### src/rtl/mdio_mgmt_pkg.sv
`timescale 1ns/1ps
package mdio_mgmt_pkg;
  localparam int unsigned OFF_CMD    = 'h24;
  localparam int unsigned OFF_ADDR   = 'h28;
  localparam int unsigned OFF_WDATA  = 'h2C;
  localparam int unsigned OFF_RDATA  = 'h30;
  localparam int unsigned OFF_IND    = 'h34;

  localparam int unsigned PRE_BITS   = 32;
  localparam int unsigned DATA_BITS  = 16;
  localparam int unsigned FRAME_BITS = 64;
  localparam int unsigned TA_FIRST   = 46;
  localparam int unsigned DATA_FIRST = 48;
  localparam int unsigned ID_W       = 5;

  localparam logic [1:0] SOF_PAT = 2'b01;
  localparam logic [1:0] OP_RD   = 2'b10;
  localparam logic [1:0] OP_WR   = 2'b01;
  localparam logic [1:0] TA_WR   = 2'b10;
endpackage

### src/rtl/mdio_mdc_gen.sv
`timescale 1ns/1ps
module mdio_mdc_gen #(
  parameter int unsigned DIV = 8
) (
  input  logic clk_i,
  input  logic rst_ni,
  output logic mdc_o,
  output logic rise_o,
  output logic fall_o
);
  localparam int unsigned HALF = DIV / 2;
  localparam int unsigned CW   = (DIV > 1) ? $clog2(DIV) : 1;

  logic [CW-1:0] cnt_q;
  logic          mdc_q;

  assign rise_o = (cnt_q == CW'(HALF - 1));
  assign fall_o = (cnt_q == CW'(DIV - 1));
  assign mdc_o  = mdc_q;

  always_ff @(posedge clk_i or negedge rst_ni) begin
    if (!rst_ni) begin
      cnt_q <= '0;
      mdc_q <= 1'b0;
    end else begin
      cnt_q <= fall_o ? '0 : cnt_q + 1'b1;
      if (rise_o)      mdc_q <= 1'b1;
      else if (fall_o) mdc_q <= 1'b0;
    end
  end

  p_mdc_hold_r8: assert property (@(posedge clk_i) disable iff (!rst_ni)
    (!rise_o && !fall_o) |=> $stable(mdc_o));
  p_mdc_rise_r8: assert property (@(posedge clk_i) disable iff (!rst_ni)
    rise_o |=> mdc_o);
  p_mdc_fall_r8: assert property (@(posedge clk_i) disable iff (!rst_ni)
    fall_o |=> !mdc_o);
endmodule

### src/rtl/mdio_frame_eng.sv
`timescale 1ns/1ps
module mdio_frame_eng
  import mdio_mgmt_pkg::*;
(
  input  logic                 clk_i,
  input  logic                 rst_ni,
  input  logic                 rise_i,
  input  logic                 fall_i,
  input  logic                 start_i,
  input  logic                 is_read_i,
  input  logic [ID_W-1:0]      phy_i,
  input  logic [ID_W-1:0]      reg_i,
  input  logic [DATA_BITS-1:0] wdata_i,
  input  logic                 abort_i,
  output logic                 accept_o,
  output logic                 active_o,
  output logic                 is_read_o,
  output logic                 done_o,
  output logic [DATA_BITS-1:0] rx_data_o,
  output logic                 mdio_o,
  output logic                 mdio_oe_o,
  input  logic                 mdio_i
);
  localparam int unsigned BW = $clog2(FRAME_BITS);

  logic                  active_q, is_rd_q, mdio_q, oe_q;
  logic [BW-1:0]         bit_q;
  logic [FRAME_BITS-1:0] shift_q, frame_w;
  logic [DATA_BITS-1:0]  rx_q;
  logic                  last_bit;

  always_comb begin
    frame_w = {{PRE_BITS{1'b1}}, SOF_PAT, (is_read_i ? OP_RD : OP_WR), phy_i, reg_i,
               (is_read_i ? 2'b11 : TA_WR),
               (is_read_i ? {DATA_BITS{1'b1}} : wdata_i)};
  end

  assign last_bit  = (bit_q == BW'(FRAME_BITS - 1));
  assign accept_o  = fall_i & ~active_q & start_i;
  assign done_o    = fall_i & active_q & last_bit & ~abort_i;
  assign active_o  = active_q;
  assign is_read_o = is_rd_q;
  assign rx_data_o = rx_q;
  assign mdio_o    = mdio_q;
  assign mdio_oe_o = oe_q;

  always_ff @(posedge clk_i or negedge rst_ni) begin
    if (!rst_ni) begin
      active_q <= 1'b0;
      is_rd_q  <= 1'b0;
      mdio_q   <= 1'b1;
      oe_q     <= 1'b0;
      bit_q    <= '0;
      shift_q  <= '0;
      rx_q     <= '0;
    end else begin
      if (fall_i) begin
        if (active_q) begin
          if (abort_i || last_bit) begin
            active_q <= 1'b0;
            oe_q     <= 1'b0;
            mdio_q   <= 1'b1;
          end else begin
            bit_q   <= bit_q + 1'b1;
            shift_q <= {shift_q[FRAME_BITS-2:0], 1'b0};
            mdio_q  <= shift_q[FRAME_BITS-2];
            // release from the first turnaround bit onward on reads
            oe_q    <= ~(is_rd_q && (bit_q >= BW'(TA_FIRST - 1)));
          end
        end else if (start_i) begin
          active_q <= 1'b1;
          is_rd_q  <= is_read_i;
          bit_q    <= '0;
          shift_q  <= frame_w;
          mdio_q   <= frame_w[FRAME_BITS-1];
          oe_q     <= 1'b1;
        end
      end
      if (rise_i && active_q && is_rd_q && (bit_q >= BW'(DATA_FIRST)))
        rx_q <= {rx_q[DATA_BITS-2:0], mdio_i};
    end
  end

  p_ta_release_r7: assert property (@(posedge clk_i) disable iff (!rst_ni)
    (active_q && is_rd_q && (bit_q >= BW'(TA_FIRST))) |-> !mdio_oe_o);
  p_write_driven_r7: assert property (@(posedge clk_i) disable iff (!rst_ni)
    (active_q && !is_rd_q) |-> mdio_oe_o);
  p_idle_release_r11: assert property (@(posedge clk_i) disable iff (!rst_ni)
    !active_q |-> !mdio_oe_o);
  p_mdio_on_fall_r8: assert property (@(posedge clk_i) disable iff (!rst_ni)
    !fall_i |=> ($stable(mdio_o) && $stable(mdio_oe_o)));
endmodule

### src/rtl/mdio_mgmt_ctrl.sv
`timescale 1ns/1ps
module mdio_mgmt_ctrl
  import mdio_mgmt_pkg::*;
#(
  parameter int unsigned MDC_DIV = 8,
  parameter int unsigned REG_AW  = 8
) (
  input  logic              clk_i,
  input  logic              rst_ni,
  input  logic [REG_AW-1:0] reg_addr_i,
  input  logic              reg_we_i,
  input  logic [31:0]       reg_wdata_i,
  output logic [31:0]       reg_rdata_o,
  output logic              mdc_o,
  output logic              mdio_o,
  output logic              mdio_oe_o,
  input  logic              mdio_i
);
  localparam logic [REG_AW-1:0] A_CMD   = REG_AW'(OFF_CMD);
  localparam logic [REG_AW-1:0] A_ADDR  = REG_AW'(OFF_ADDR);
  localparam logic [REG_AW-1:0] A_WDATA = REG_AW'(OFF_WDATA);
  localparam logic [REG_AW-1:0] A_RDATA = REG_AW'(OFF_RDATA);
  localparam logic [REG_AW-1:0] A_IND   = REG_AW'(OFF_IND);

  logic                 mdc_rise, mdc_fall;
  logic [1:0]           cmd_q;
  logic [ID_W-1:0]      phy_q, regn_q;
  logic [DATA_BITS-1:0] wdata_q, rdata_q, eng_rx;
  logic                 nv_q, wr_pend_q, rd_pend_q, abort_q;
  logic                 eng_accept, eng_active, eng_is_rd, eng_done, rd_done;
  logic                 we_cmd, we_addr, we_wdata, cmd_zero, busy, start_req;
  logic                 unused_hi;

  assign unused_hi = ^reg_wdata_i[31:16];

  assign we_cmd    = reg_we_i && (reg_addr_i == A_CMD);
  assign we_addr   = reg_we_i && (reg_addr_i == A_ADDR);
  assign we_wdata  = reg_we_i && (reg_addr_i == A_WDATA);
  assign cmd_zero  = we_cmd && (reg_wdata_i[1:0] == 2'b00);
  assign start_req = wr_pend_q | rd_pend_q | cmd_q[1];
  assign rd_done   = eng_done & eng_is_rd;
  assign busy      = eng_active | wr_pend_q | rd_pend_q;

  mdio_mdc_gen #(.DIV(MDC_DIV)) u_mdc (
    .clk_i  (clk_i),
    .rst_ni (rst_ni),
    .mdc_o  (mdc_o),
    .rise_o (mdc_rise),
    .fall_o (mdc_fall)
  );

  mdio_frame_eng u_eng (
    .clk_i     (clk_i),
    .rst_ni    (rst_ni),
    .rise_i    (mdc_rise),
    .fall_i    (mdc_fall),
    .start_i   (start_req),
    .is_read_i (~wr_pend_q),
    .phy_i     (phy_q),
    .reg_i     (regn_q),
    .wdata_i   (wdata_q),
    .abort_i   (abort_q),
    .accept_o  (eng_accept),
    .active_o  (eng_active),
    .is_read_o (eng_is_rd),
    .done_o    (eng_done),
    .rx_data_o (eng_rx),
    .mdio_o    (mdio_o),
    .mdio_oe_o (mdio_oe_o),
    .mdio_i    (mdio_i)
  );

  always_ff @(posedge clk_i or negedge rst_ni) begin
    if (!rst_ni) begin
      cmd_q     <= '0;
      phy_q     <= '0;
      regn_q    <= '0;
      wdata_q   <= '0;
      rdata_q   <= '0;
      nv_q      <= 1'b0;
      wr_pend_q <= 1'b0;
      rd_pend_q <= 1'b0;
      abort_q   <= 1'b0;
    end else begin
      abort_q <= cmd_zero | (abort_q & eng_active);
      if (eng_accept) begin
        if (wr_pend_q) wr_pend_q <= 1'b0;
        else           rd_pend_q <= 1'b0;
      end
      if (rd_done) begin
        rdata_q <= eng_rx;
        nv_q    <= 1'b0;
      end
      if (we_addr) begin
        phy_q  <= reg_wdata_i[12:8];
        regn_q <= reg_wdata_i[4:0];
      end
      if (we_wdata) begin
        wdata_q   <= reg_wdata_i[DATA_BITS-1:0];
        wr_pend_q <= 1'b1;
      end
      if (we_cmd) begin
        cmd_q <= reg_wdata_i[1:0];
        if (cmd_zero) begin
          wr_pend_q <= we_wdata;
          rd_pend_q <= 1'b0;
        end else begin
          nv_q <= 1'b1;
          if (reg_wdata_i[0]) rd_pend_q <= 1'b1;
        end
      end
    end
  end

  always_comb begin
    reg_rdata_o = '0;
    case (reg_addr_i)
      A_CMD:   reg_rdata_o[1:0] = cmd_q;
      A_ADDR:  begin
        reg_rdata_o[12:8] = phy_q;
        reg_rdata_o[4:0]  = regn_q;
      end
      A_WDATA: reg_rdata_o[DATA_BITS-1:0] = wdata_q;
      A_RDATA: reg_rdata_o[DATA_BITS-1:0] = rdata_q;
      A_IND:   reg_rdata_o[2:0] = {nv_q, cmd_q[1], busy};
      default: reg_rdata_o = '0;
    endcase
  end

  p_addr_resv_r3: assert property (@(posedge clk_i) disable iff (!rst_ni)
    (reg_addr_i == A_ADDR) |-> ((reg_rdata_o & ~32'h0000_1F1F) == 32'h0));
  p_busy_after_wdata_r4: assert property (@(posedge clk_i) disable iff (!rst_ni)
    (we_wdata && !cmd_zero) |=> busy);
  p_rdata_upper_r5: assert property (@(posedge clk_i) disable iff (!rst_ni)
    (reg_addr_i == A_RDATA) |-> (reg_rdata_o[31:16] == 16'h0));
  p_nv_hold_r6: assert property (@(posedge clk_i) disable iff (!rst_ni)
    (nv_q && !eng_done) |=> nv_q);
  p_nv_fall_on_latch_r6: assert property (@(posedge clk_i) disable iff (!rst_ni)
    $fell(nv_q) |-> $past(rd_done));
  p_scan_restart_r9: assert property (@(posedge clk_i) disable iff (!rst_ni)
    (cmd_q[1] && !eng_active && mdc_fall) |-> eng_accept);
  p_abort_ends_r11: assert property (@(posedge clk_i) disable iff (!rst_ni)
    (abort_q && mdc_fall) |=> !eng_active);
endmodule

### config.mk
export PLATFORM = sky130hd
export DESIGN_NAME = mdio_mgmt_ctrl
export DESIGN_NICKNAME = d
export VERILOG_FILES = /design/src/rtl/mdio_mgmt_pkg.sv /design/src/rtl/mdio_mdc_gen.sv /design/src/rtl/mdio_frame_eng.sv /design/src/rtl/mdio_mgmt_ctrl.sv
export SDC_FILE = /design/constraint.sdc
export NUM_CORES = 1
export LEC_CHECK = 0
export BUFFER_PORTS_ARGS = -buffer_cell sky130_fd_sc_hd__buf_2
export CAP_MARGIN = 15
export CORE_MARGIN = 4
export CORE_UTILIZATION = 60
export DETAILED_ROUTE_END_ITERATION = 12
export PLACE_DENSITY = 0.87
export SLEW_MARGIN = 10
export SYNTH_ARGS = -nofsm -noshare
export SYNTH_HDL_FRONTEND = slang
export SYNTH_SLANG_ARGS = --single-unit
### constraint.sdc
create_clock -name clk_i -period 2.8 [get_ports clk_i]
set_input_delay 0.14 -clock clk_i [delete_from_list [all_inputs] [get_ports clk_i]]
set_output_delay 0.14 -clock clk_i [all_outputs]
set_load 0.01 [all_outputs]
==> out/qor.txt, run 1 <==
vias in the first global route = 4510
slowest stage delay, CP = 0.39 ns
asr flop ratio synth = 1.000
first-pass GRT wire length = 22720 um
commonest cells after routing, fill and taps aside = dfrtp_1, mux2_2, buf_2, o22a_1, nor3_1
DRC = 0
unrepaired setup endpoints after global routing = false
diodes inserted = 0
CTS tree = built
min-delay worst type = primary input to flip-flop
post-route cell area = 7152 um^2
HPWL Detailed = 8345 um
WP buf/inv = 2
final antenna-violating net count = 0
Yosys warnings = 0
Synth Area in XOR/XNOR = 0
via density per instance = 6.186
CTS Sinks = 141
slew margin rel. = 0.3312
Clock Skews = 0.009483 ns
die width = 108.9 um
fin util = 0.7250
worst-path cell chain = buf_4, nor2_1, a311o_1, a211oi_1, a221o_1, buf_2
Seq/Total Area, Yosys = 0.5776
crit path capture type = output pin
TritonCTS Buffers = 17
mean post-synth cell area = 12.40 um^2
post-CTS setup buffer count = 0
setup TNS = 0 ns
first-pass iteration count of the detailed router = 5
Die ar. = 11860 um^2
input/output buffers = 46
Starting DRT DRC Count = 445
crit path max fanout = 20
#FFs+latches synth = 141
Final min period = 2.434 ns
layout cell share with drive strength beyond 1 = 0.2769
Crit path max-delay family = compound AO/OA/AOI/OAI gates
H-tree levels = 4
dominant synthesized flop cell = dfrtp_1
Layout area overhead = 17.04%
post-synthesis mux area share = 0.1300
Vias = 4330
most common cell after layout, fill and taps aside = dfrtp_1
number of max-cap violations = 0
Slowest-stage cell, CP = a311o_1
number of enable flip-flop cells after synthesis = 0
CTS max path bufs = 2
Post-Route WL = 14010 um
core footprint = 9864 um^2
Top-Level Pins = 79
clock latency at the later pin of the worst-skew pair = 0.53 ns
Synth cell types = 51
Post-Synth Adder-Cell Area = 0.01229
Final GP Congestion = 0.8081
Nets = 605
Reg clk slew, reported paths = 0.06 ns
CTS Root Cell = clkbuf_8
final hold vios = 0
Starting Density = 0.6195
largest net degree at the start of global routing = 115
achievable clock frequency = 0.4108 GHz
Filler Cells Inserted = 603
Gate Count Post-Synth = 493
synthesized cell area = 6111 um^2
Critical Path AT = 2.29 ns
Final Max Slew Viols = 0
die height = 108.9 um
Req. time, crit path = 2.66 ns
Finish-stage setup viols = 0
Wirelength per Cell = 20.01 um
GRT Resource Usage Total = 0.2507
Post-Place Cell Area = 6411 um^2
cell area power density = 657.2 nW/um^2
Peak VDD IR = 0.4412 mV
simple-gate share of the synthesized area = 0.08886
initial antenna violation count = 0
WS Path Type = flip-flop to output pin
cell row count = 36
Hold Worst Slack = 0.05723 ns
post-synthesis compound-gate area fraction = 0.1417
period utilization = 0.8693
Slew @ Worst Pin = 1.003 ns
GR Overflow Total = 0
largest family of logic cells by synthesized area = compound AO/OA/AOI/OAI gates
status = completed
Pleak = 3.417 nW
critical path startpoint category = flip-flop
==> per-stage QoR <==
| step | worst slack, ns | cells | total power, mW |
|---|---|---|---|
| floorplan | 0.8789 | 508 | 2.450 |
| global placement | 0.5767 | 651 | 2.533 |
| detailed placement | 0.4998 | 651 | 2.563 |
| CTS | 0.3669 | 700 | 4.697 |
| global route | 0.2631 | 700 | 4.851 |
| finish | 0.3659 | 700 | 4.700 |
==> power by group <==
group          total [mW]  switching (mW)  leakage, nW  internal (mW)
sequential           2.24          0.0894         1.76           2.15
clock                2.13           0.865        0.271           1.27
combinational       0.332           0.180         1.39          0.151
total                4.70            1.14         3.42           3.56
==> cell type report <==
type                            instances  area, um^2  share of cell area
Timing Repair Buffer                   74       504.2             0.07050
Sequential cell                       141        3530              0.4935
Clock buffer                           18       417.9             0.05843
Clock inverter                         13       142.6             0.01994
Multi-Input combinational cell        310        2350              0.3286
Tap cell                              133       166.4             0.02327
Inverter                               11       41.29            0.005773
==> synthesized netlist by cell type, drive strengths merged, types with 2 or more instances <==
cell | number | area share
dfrtp | 140 | 0.57
nand4 | 2 | 0.0031
nor3b | 2 | 0.0043
a22o | 9 | 0.013
o211ai | 2 | 0.0025
and2 | 7 | 0.0072
nor2 | 13 | 0.0080
a221o | 9 | 0.015
mux2 | 59 | 0.11
o31ai | 2 | 0.0025
clkbuf | 15 | 0.0092
nand2b | 4 | 0.0041
a22oi | 3 | 0.0037
nand2 | 13 | 0.0092
buf | 31 | 0.033
nand3 | 15 | 0.012
mux2i | 13 | 0.021
or2 | 3 | 0.0031
o22ai | 15 | 0.015
ha | 6 | 0.012
nor3 | 23 | 0.019
and3 | 4 | 0.0041
o22a | 30 | 0.043
nor2b | 3 | 0.0031
o21ai | 21 | 0.017
a21oi | 19 | 0.016
inv | 11 | 0.0068
a31oi | 3 | 0.0031
==> flip-flops by register name, indices dropped and copies added (netlist names) <==
signal	count
u_eng.mdio_oe_o	1
phy_q	5
abort_q	1
wdata_q	16
u_eng.mdio_o	1
rdata_q	16
u_eng.bit_q	6
u_eng.active_o	1
u_eng.is_read_o	1
u_eng.rx_data_o	16
rd_pend_q	1
wr_pend_q	1
u_mdc.cnt_q	3
cmd_q	2
regn_q	5
nv_q	1
u_mdc.mdc_o	1
u_eng.shift_q	63
==> path summary, 6_finish.rpt <==
kind | to | cells after the start | slack (ns) | startpoint
worst min-delay path | cmd_q[0] | 3 | 0.06 | reg_addr_i[3]
worst min register to register | u_mdc.cnt_q[0] | 1 | 0.44 | u_mdc.cnt_q[0]
worst max register to register | u_eng.shift_q[14] | 5 | 0.46 | u_eng.active_o
min in group asynchronous | cmd_q[0] | 2 | 0.32 | rst_ni
worst max-delay path | reg_rdata_o[0] | 6 | 0.37 | u_eng.active_o
max in group asynchronous | u_eng.shift_q[41] | 3 | 1.68 | rst_ni
==> logic make-up (layout without fill, tap and decap cells) <==
| group | count (synthesis) | in the layout |
|---|---|---|
| simple gates | 95 | 95 |
| fa+ha+maj | 6 | 6 |
| mux | 72 | 72 |
| buf+inv | 57 | 116 |
| flops | 141 | 141 |
| other cells | 1 | 16 |
| compound gates | 121 | 121 |
==> repair_timing <==
item | in CTS | in global routing
hold endpoints to repair | 142 | 0
hold buffers | 18 | 0
gates resized for setup | 0 | 0
==> tightest hold or removal path, delay by kind of cell <==
kind,cells,cell delay [ns]
buffers and inverters,1,0.16
AOI/OAI and AO/OA,1,0.14
and+or+nand+nor,1,0.11
==> layer usage <==
metal / global-route usage / up-vias / wire [um]
met4: 0.09468 / 0 / 314
li1: - / 1911 / -
met3: 0.06572 / 42 / 951
met2: 0.4250 / 197 / 7228
met1: 0.3091 / 2180 / 5515
met5: 0 / - / 0
Note: power is estimated with default switching activity, not from simulation.
==> run 2: changes to the inputs <==
ABC_AREA = 1   (was not set)
CORE_MARGIN = not set   (was 4)
==> out/qor.txt, run 2 <==
die width = 108.3 um
Synth Area in XOR/XNOR = 0.002582
min-delay worst type = primary input to flip-flop
Peak VDD IR = 0.5743 mV
vias in the first global route = 5564
WS Path Type = flip-flop to flip-flop
slowest stage delay, CP = 0.36 ns
first-pass iteration count of the detailed router = 5
first-pass GRT wire length = 26210 um
mean post-synth cell area = 7.972 um^2
CTS tree = built
dominant synthesized flop cell = dfrtp_1
post-CTS setup buffer count = 0
Post-Synth Adder-Cell Area = 0.01107
status = completed
CTS Sinks = 141
Gate Count Post-Synth = 851
Yosys warnings = 0
Wirelength per Cell = 14.85 um
Hold Worst Slack = 0.1612 ns
Slowest-stage cell, CP = dfrtp_1
final antenna-violating net count = 0
share of the synthesized area in the top cell type = 0.5164
Worst R2R Start = u_mdc.cnt_q[0]
core footprint = 10940 um^2
R2R Path End = u_eng.shift_q[31]
initial antenna violation count = 0
Hold Path Cell Cnt = 3
Final GP Congestion = 0.8087
clock latency at the later pin of the worst-skew pair = 0.43 ns
cell area power density = 633.5 nW/um^2
CTS max path bufs = 2
top cells by area, synth = dfrtp_1, nand2_1, nand3_1
GR Overflow Total = 0
via density per instance = 5.525
slew margin rel. = 0.5294
unrepaired setup endpoints after global routing = false
Clock Skews = 0.01051 ns
setup TNS = 0 ns
commonest cells after routing, fill and taps aside = nand2_1, dfrtp_1, nand3_1, inv_1, o21ai_0
most common cell after layout, fill and taps aside = nand2_1
HPWL Detailed = 9336 um
R2R setup slack = 0.54 ns
most frequent cell after synthesis = nand2_1
post-synthesis mux area share = 0
DRC = 0
largest family of logic cells by synthesized area = simple AND/OR/NAND/NOR gates
GRT Resource Usage Total = 0.2951
#FFs+latches synth = 141
Final Max Slew Viols = 0
asr flop ratio synth = 1.000
Final min period = 2.261 ns
Critical Path AT = 2.57 ns
Synth area leader = dfrtp_1
Reg with most FFs = u_eng.shift_q
largest net degree at the start of global routing = 76
Synth top cells by count = nand2_1, dfrtp_1, nand3_1, inv_1, o21ai_0
most frequent CP cell = nand2_1
synthesized cell area = 6784 um^2
Finish-stage setup viols = 0
worst hold path endpoint = wdata_q[4]
fin util = 0.7166
Layout area overhead = 15.51%
Vias = 5823
period utilization = 0.8074
final hold vios = 0
die height = 108.3 um
hold buffer count at CTS = 18
crit path capture type = flip-flop
CTS Root Cell = clkbuf_16
Die ar. = 11740 um^2
simple-gate share of the synthesized area = 0.3041
Starting Density = 0.6204
Synth cell types = 30
Reg clk slew, reported paths = 0.07 ns
number of enable flip-flop cells after synthesis = 0
worst-path cell chain = ha_1, ha_1, nand2_1, inv_2, nand2_2, buf_4, nand2_1, nand2_1
critical path startpoint category = flip-flop
achievable clock frequency = 0.4423 GHz
layout cell share with drive strength beyond 1 = 0.1379
TritonCTS Buffers = 17
post-cts resize count = 0
Slew @ Worst Pin = 0.7058 ns
number of max-cap violations = 0
Top-Level Pins = 79
crit path max fanout = 19
H-tree levels = 4
diodes inserted = 0
cell row count = 38
Pleak = 3.939 nW
Seq/Total Area, Yosys = 0.5203
hold wc startpoint = reg_we_i
post-synthesis compound-gate area fraction = 0.07359
Post-Route WL = 15650 um
Tot Pwr = 4.964 mW
max reg flops = 63
input/output buffers = 46
Starting DRT DRC Count = 590
Req. time, crit path = 3.11 ns
FF-to-FF path depth = 8
Nets = 951
==> run 2: through the flow <==
step,instance area [um^2],std cells,setup WS (ns)
CTS,7836,1054,0.5194
floorplan,6840,866,1.168
global placement,7027,1004,0.6463
finish,7836,1054,0.5391
global route,7836,1054,0.3375
detailed placement,7027,1004,0.5643
==> run 2: final cells by class <==
class	instances	area, um^2
Multi-Input combinational cell	600	2715
Fill cell	822	3099
Clock inverter	13	186.4
Sequential cell	141	3530
Clock buffer	19	442.9
Inverter	62	232.7
Tap cell	140	175.2
Timing Repair Buffer	79	554.3
==> run 2: kinds of logic (layout without fill, tap and decap cells) <==
logic type               count (synthesis)  after routing
adder cells (fa/ha/maj)                  6              6
AO/OA/AOI/OAI                           94             94
other                                    1             16
AND/OR/NAND/NOR                        482            482
flip-flops                             141            141
XOR/XNOR                                 2              2
buffers and inverters                  125            173
==> run 2: routing by layer <==
layer  part of all wire  GRT usage  up-vias
li1                   -          -     2771
met1               0.42     0.3791     2820
met2               0.50     0.4859      205
met3              0.054    0.06992       27
met4              0.021     0.1139        0
met5                  0          0        -
==> run 2: power by group <==
part	internal (mW)	switching, mW	leakage, nW
clock	1.52	0.897	0.308
combinational	0.130	0.208	1.95
sequential	2.14	0.0664	1.68
total	3.79	1.17	3.94
==> run 2: how the worst max path moves through the flow <==
stage	from	endpoint	slack (ns)	cells after the start
final	u_mdc.cnt_q[0]	u_eng.shift_q[31]	0.54	8
after global routing	u_mdc.cnt_q[0]	u_eng.shift_q[53]	0.34	8
after CTS	u_mdc.cnt_q[0]	u_eng.shift_q[54]	0.52	8
after detailed placement	u_mdc.cnt_q[0]	u_eng.shift_q[31]	0.56	8
after global placement	u_mdc.cnt_q[0]	u_eng.shift_q[54]	0.65	8
after floorplan	u_mdc.cnt_q[0]	u_eng.shift_q[22]	1.17	9
==> run 2: worst max-delay path: cells and delay by family (launching register included) <==
family	cells	cell delay [ns]
buffers and inverters	2	0.61
adder cells (fa/ha/maj)	2	0.53
flip-flops	1	0.36
AND/OR/NAND/NOR	4	0.64
